File: src/rtl/posit_dec_pkg.sv
package posit_dec_pkg;

    typedef enum logic [1:0] {
        CLS_REAL = 2'd0,
        CLS_ZERO = 2'd1,
        CLS_NAR  = 2'd2
    } word_class_e;

    // Fraction bits left after sign, shortest regime (two bits) and exponent.
    function automatic int frac_bits(input int n, input int es);
        return n - 3 - es;
    endfunction

    // Signed width holding +/-(n-2)*2^es.
    function automatic int scale_bits(input int n, input int es);
        return $clog2(n << es) + 1;
    endfunction

    // Width of a run length counted over n-1 bits.
    function automatic int run_bits(input int n);
        return $clog2(n);
    endfunction

    // Width of a shift amount that may reach n.
    function automatic int shift_bits(input int n);
        return $clog2(n + 1);
    endfunction

endpackage

File: src/rtl/pd_run_counter.sv
module pd_run_counter #(
    parameter int W  = 15,
    parameter int CW = 4
) (
    input  logic [W-1:0]  bits_in,
    output logic          lead_o,
    output logic [CW-1:0] len_o
);

    logic [W-1:0] flipped;
    logic         found;

    assign lead_o  = bits_in[W-1];
    // After inversion the run becomes leading zeros.
    assign flipped = bits_in[W-1] ? ~bits_in : bits_in;

    always_comb begin
        len_o = CW'(W);
        found = 1'b0;
        for (int i = W - 1; i >= 0; i--) begin
            if (!found && flipped[i]) begin
                len_o = CW'(W - 1 - i);
                found = 1'b1;
            end
        end
    end

endmodule

File: src/rtl/pd_field_shifter.sv
module pd_field_shifter #(
    parameter int W  = 15,
    parameter int SW = 5
) (
    input  logic [W-1:0]  din,
    input  logic [SW-1:0] amt,
    output logic [W-1:0]  dout
);

    logic [W-1:0] stg [SW+1];

    assign stg[0] = din;

    for (genvar g = 0; g < SW; g++) begin : g_stage
        // Each stage shifts by a power of two; zeros enter from the bottom.
        assign stg[g+1] = amt[g] ? (stg[g] << (2 ** g)) : stg[g];
    end

    assign dout = stg[SW];

endmodule

File: src/rtl/pd_scale_builder.sv
module pd_scale_builder #(
    parameter int CW  = 4,
    parameter int ES  = 2,
    parameter int SCW = 7
) (
    input  logic                  lead,
    input  logic [CW-1:0]         run_len,
    input  logic [ES-1:0]         exp_bits,
    output logic signed [SCW-1:0] scale
);

    logic signed [SCW-1:0] len_s;
    logic signed [SCW-1:0] one_s;
    logic signed [SCW-1:0] k_s;
    logic [ES-1:0]         unused_k_top;

    assign len_s = $signed({{(SCW-CW){1'b0}}, run_len});
    assign one_s = $signed({{(SCW-1){1'b0}}, 1'b1});
    assign k_s   = lead ? (len_s - one_s) : -len_s;

    // k * 2^ES + e: the low ES bits of the shifted k are zero, so append e.
    assign scale        = $signed({k_s[SCW-ES-1:0], exp_bits});
    assign unused_k_top = k_s[SCW-1 -: ES];

endmodule

File: src/rtl/posit_field_decoder.sv
module posit_field_decoder
    import posit_dec_pkg::*;
#(
    parameter int N  = 16,
    parameter int ES = 2
) (
    input  logic                                  clk,
    input  logic                                  rst,
    input  logic [N-1:0]                          word_in,
    output logic                                  sign_o,
    output logic signed [scale_bits(N, ES)-1:0]   scale_o,
    output logic [frac_bits(N, ES):0]             mant_o,
    output logic                                  zero_o,
    output logic                                  nar_o
);

    localparam int BW  = N - 1;
    localparam int FW  = frac_bits(N, ES);
    localparam int SCW = scale_bits(N, ES);
    localparam int CW  = run_bits(N);
    localparam int AW  = shift_bits(N);
    localparam int TW  = BW - ES - FW;

    typedef struct packed {
        logic                  sgn;
        logic signed [SCW-1:0] scale;
        logic [FW:0]           mant;
        logic                  zero;
        logic                  nar;
    } dec_t;

    word_class_e           cls;
    logic [BW-1:0]         body;
    logic                  lead;
    logic [CW-1:0]         run_len;
    logic [AW-1:0]         amt;
    logic [BW-1:0]         shifted;
    logic [ES-1:0]         exp_bits;
    logic [FW-1:0]         frac;
    logic [TW-1:0]         unused_tail;
    logic signed [SCW-1:0] scale_c;
    dec_t                  nxt;
    dec_t                  q;

    always_comb begin
        if (word_in == '0)
            cls = CLS_ZERO;
        else if (word_in[N-1] && (word_in[N-2:0] == '0))
            cls = CLS_NAR;
        else
            cls = CLS_REAL;
    end

    // Low N-1 bits of the negated word equal the negation of the low bits.
    assign body = word_in[N-1] ? (~word_in[N-2:0] + 1'b1) : word_in[N-2:0];

    pd_run_counter #(
        .W  (BW),
        .CW (CW)
    ) u_run (
        .bits_in (body),
        .lead_o  (lead),
        .len_o   (run_len)
    );

    // Drop the run and its terminating bit.
    assign amt = AW'(run_len) + AW'(1);

    pd_field_shifter #(
        .W  (BW),
        .SW (AW)
    ) u_shift (
        .din  (body),
        .amt  (amt),
        .dout (shifted)
    );

    assign exp_bits    = shifted[BW-1 -: ES];
    assign frac        = shifted[BW-1-ES -: FW];
    assign unused_tail = shifted[TW-1:0];

    pd_scale_builder #(
        .CW  (CW),
        .ES  (ES),
        .SCW (SCW)
    ) u_scale (
        .lead     (lead),
        .run_len  (run_len),
        .exp_bits (exp_bits),
        .scale    (scale_c)
    );

    always_comb begin
        nxt = '0;
        unique case (cls)
            CLS_ZERO: nxt.zero = 1'b1;
            CLS_NAR:  nxt.nar  = 1'b1;
            default: begin
                nxt.sgn   = word_in[N-1];
                nxt.scale = scale_c;
                nxt.mant  = {1'b1, frac};
            end
        endcase
    end

    always_ff @(posedge clk) begin
        if (rst)
            q <= '0;
        else
            q <= nxt;
    end

    assign sign_o  = q.sgn;
    assign scale_o = q.scale;
    assign mant_o  = q.mant;
    assign zero_o  = q.zero;
    assign nar_o   = q.nar;

endmodule

File: config.mk
export PLATFORM = sky130hd
export DESIGN_NAME = posit_field_decoder
export DESIGN_NICKNAME = d
export VERILOG_FILES = /design/src/rtl/posit_dec_pkg.sv /design/src/rtl/pd_run_counter.sv /design/src/rtl/pd_field_shifter.sv /design/src/rtl/pd_scale_builder.sv /design/src/rtl/posit_field_decoder.sv
export SDC_FILE = /design/constraint.sdc
export NUM_CORES = 1
export LEC_CHECK = 0
export ABC_AREA = 1
export BUFFER_PORTS_ARGS = -buffer_cell sky130_fd_sc_hd__buf_2
export CAP_MARGIN = 20
export CORE_UTILIZATION = 56
export CTS_CLUSTER_DIAMETER = 80
export DETAILED_ROUTE_END_ITERATION = 7
export PLACE_DENSITY = 0.89
export SLEW_MARGIN = 40
export SYNTH_ARGS = -nofsm -noshare
export SYNTH_HDL_FRONTEND = slang
export SYNTH_SLANG_ARGS = --single-unit
File: constraint.sdc
create_clock -name clk -period 3.7 [get_ports clk]
set_input_delay 0.185 -clock clk [delete_from_list [all_inputs] [get_ports clk]]
set_output_delay 0.185 -clock clk [all_outputs]
set_load 0.03 [all_outputs]
==> results.md <==
* First-pass GRT wire length at 9360 µm
* Fin cells at 443
* CP required at 3.90 ns
* Synth warn at 0
* Fin. max-slew vios at 0
* Routability cong. at 0.968
* Total power at 1.09 mW
* Iteration-0 DRC Markers at 157
* Drt total wl at 5320 µm
* Starting density of the core at 58.0%
* Actual slew at the worst max-slew pin at 0.525 ns
* Met3 WL at 278 µm
* RSZ-0062 raised after global routing: false
* Hold_ws at 0.187 ns
* Clock H-tree levels at 1
* Final core occ at 66.7%
* Clock Power Share at 20.4%
* Crit path kind: in -> reg
* Vias/cell at 5.37
* Most frequent cells in the layout: 95 x nand2_1, 60 x nand3_1, 44 x inv_1
* Layout cells sized above 1 at 21.3%
* Area of the core at 3660 µm²
* Power per cell area at 445 nW/µm²
* Worst hold endpoint: zero_o
* Post-synthesis sequential element count at 22
* Peak Freq at 0.296 GHz
* Setup-failing EPs final at 0
* Post-synth ARST share at 0%
* PnR worst setup slack at 0.322 ns
* WL met2 at 2580 µm
* Critical path arrival at 3.58 ns
* Avg WL per Cell at 12.0 µm
* Mean Syn Cell Area at 5.98 µm²
* Gate Count Post-Synth at 355
* Mapped cell area at 2120 µm²
* Max cap viols at 0
* CP Max Fanout at 14
* CTS tree: built
* Vias in the first global route at 2206
* Clock period minus worst slack at 3.38 ns
* Outcome: complete, no violations
* Top Metal Used: met4
* Hold Path Class: in -> reg
* Standard-cell rows at 22
* WL met1 at 2400 µm
* Yosys cell types at 30
* DP Worst Slack at 0.100 ns
* Period Utilization, post-route at 91.3%
* GRT Overall Usage at 28.6%
* VDD IR max at 0.168 mV
* Internal at 0.605 mW
* Drt drc at 0
* Pin count of the biggest net entering global routing at 19
* Max Buffers Root-to-Sink at 2
* Clk root buf: clkbuf_8
* Synth Net Count at 377
* CP startpoint kind: input port
* Setup TNS at 0 ns
* Total CTS buffers at 3
* Setup crit start: word_in[0]
* # IOs at 40
* TritonRoute pass-1 iters at 5
* Clk pin slew, worst setup/hold paths at 0.08 ns
* Final hold violation count at 0
* Initial antenna violation count at 0
* Synth Flop Type: dfxtp_1
* Clk sinks at 22
* NumNets Final at 418
* Die ar. at 4040 µm²
* Final instance area at 2440 µm²
* Sw Ratio at 44.4%
* Seq pwr share at 26.4%
* CTS hold repair buffers at 0
* Placed Cells incl. Taps at 438
* Post-synth EDFFs at 0
* Post-synthesis sequential area ratio at 20.7%
* Hold Path Cell Cnt at 4
* Synth-to-layout area growth at 14.9%
* Placed cell areas at 2360 µm²
* Die X-Extent at 63.6 µm
* Rel. slew slack at 64.7%
* Most common cell after layout, fill and taps aside: nand2_1
* Lkg Pwr at 1.32 nW
* Vias post-DR at 2381
* P_sw at 0.482 mW
* Gate power share at 53.1%
* Detailed placement HPWL at 4350 µm
* Count of input and output buffers at 39
* Grt ovf at 0
* CP endpoint kind: register
* Die Y at 63.6 µm
* Hold path start: rst
* Routed Antenna Nets at 0
* N_diodes at 0
==> synth_stat cells, types with 2 or more instances <==
library cell / count / area share, %
nand4_1: 10 / 2.9
nand2_2: 10 / 2.9
nand3_1: 60 / 14
nor2_2: 5 / 1.5
a21oi_1: 9 / 2.1
ha_1: 4 / 2.4
xor2_1: 9 / 3.7
xnor2_1: 5 / 2.1
buf_6: 2 / 1.1
buf_4: 2 / 0.71
nand3_2: 3 / 1.4
nor2_4: 2 / 1.1
nand2_1: 95 / 17
a31oi_1: 2 / 0.59
o21ai_2: 2 / 0.82
inv_1: 44 / 7.8
dfxtp_1: 22 / 21
o21ai_0: 11 / 2.6
o21ai_1: 9 / 2.1
nor2_1: 29 / 5.1
inv_2: 6 / 1.1
buf_2: 5 / 1.2
nand4_4: 2 / 2.0
==> worst max path at each step <==
stage	end	slack [ns]	cells after the start
after floorplan	mant_o[6]	0.46	26
after global placement	mant_o[6]	0.20	24
after detailed placement	mant_o[6]	0.10	26
after CTS	scale_o[1]	0.34	29
after global routing	mant_o[7]	0.01	29
final	mant_o[7]	0.32	24
==> worst max-delay path, cell delays in order <==
cell,delay [ns]
buf_2,0.10
inv_2,0.11
ha_1,0.21
nand2_2,0.11
nor2_2,0.11
nand2_2,0.08
nand2_2,0.07
nand2_1,0.06
nand2_2,0.14
buf_4,0.21
xor2_1,0.38
nand4_4,0.17
nor2_4,0.17
nand4_4,0.15
nand3_2,0.17
inv_2,0.09
ha_1,0.21
inv_1,0.07
nand2_1,0.06
nand2_2,0.22
inv_2,0.16
nand3_1,0.12
nand3_1,0.09
a21oi_1,0.13
==> cell type report <==
cell class	count	area (µm²)
flip-flops and latches	22	440
repair buffers	46	260
inverters	50	188
multi-input cells	273	1420
fillers	329	1220
clock buffers	3	41.3
well taps	48	60.1
clock inverters	1	30.0
==> layer usage <==
layer / vias up / track usage (%)
met1: 1064 / 35.7
met3: 7 / 3.44
li1: 1231 / -
met4: 0 / 9.09
met2: 79 / 50.3
met5: - / 0
==> state kept, by name (all words and copies together) (netlist names) <==
signal and count:
zero_o 1, nar_o 1, mant_o 12, sign_o 1, scale_o 7
==> power by group through the flow <==
stage	combinational, mW	sequential [mW]	clock (mW)
detailed placement	0.563	0.294	0
finish	0.578	0.287	0.222
global route	0.640	0.291	0.236
global placement	0.558	0.292	0
floorplan	0.345	0.382	0
CTS	0.568	0.288	0.224
==> logic make-up (layout without fill, tap and decap cells) <==
| group | count (synthesis) | count (layout) | synth area share, % |
|---|---|---|---|
| adder cells (fa/ha/maj) | 4 | 4 | 2.36 |
| XOR/XNOR | 14 | 14 | 5.77 |
| AO/OA/AOI/OAI | 36 | 36 | 9.36 |
| buffers and inverters | 60 | 100 | 12.5 |
| AND/OR/NAND/NOR | 219 | 219 | 49.3 |
| flip-flops | 22 | 22 | 20.7 |
==> what timing repair did <==
action	in CTS	in global routing
setup endpoints to repair	0	10
resized for setup	0	1
buffers inserted	0	1
(Power assumes the default switching activity.)
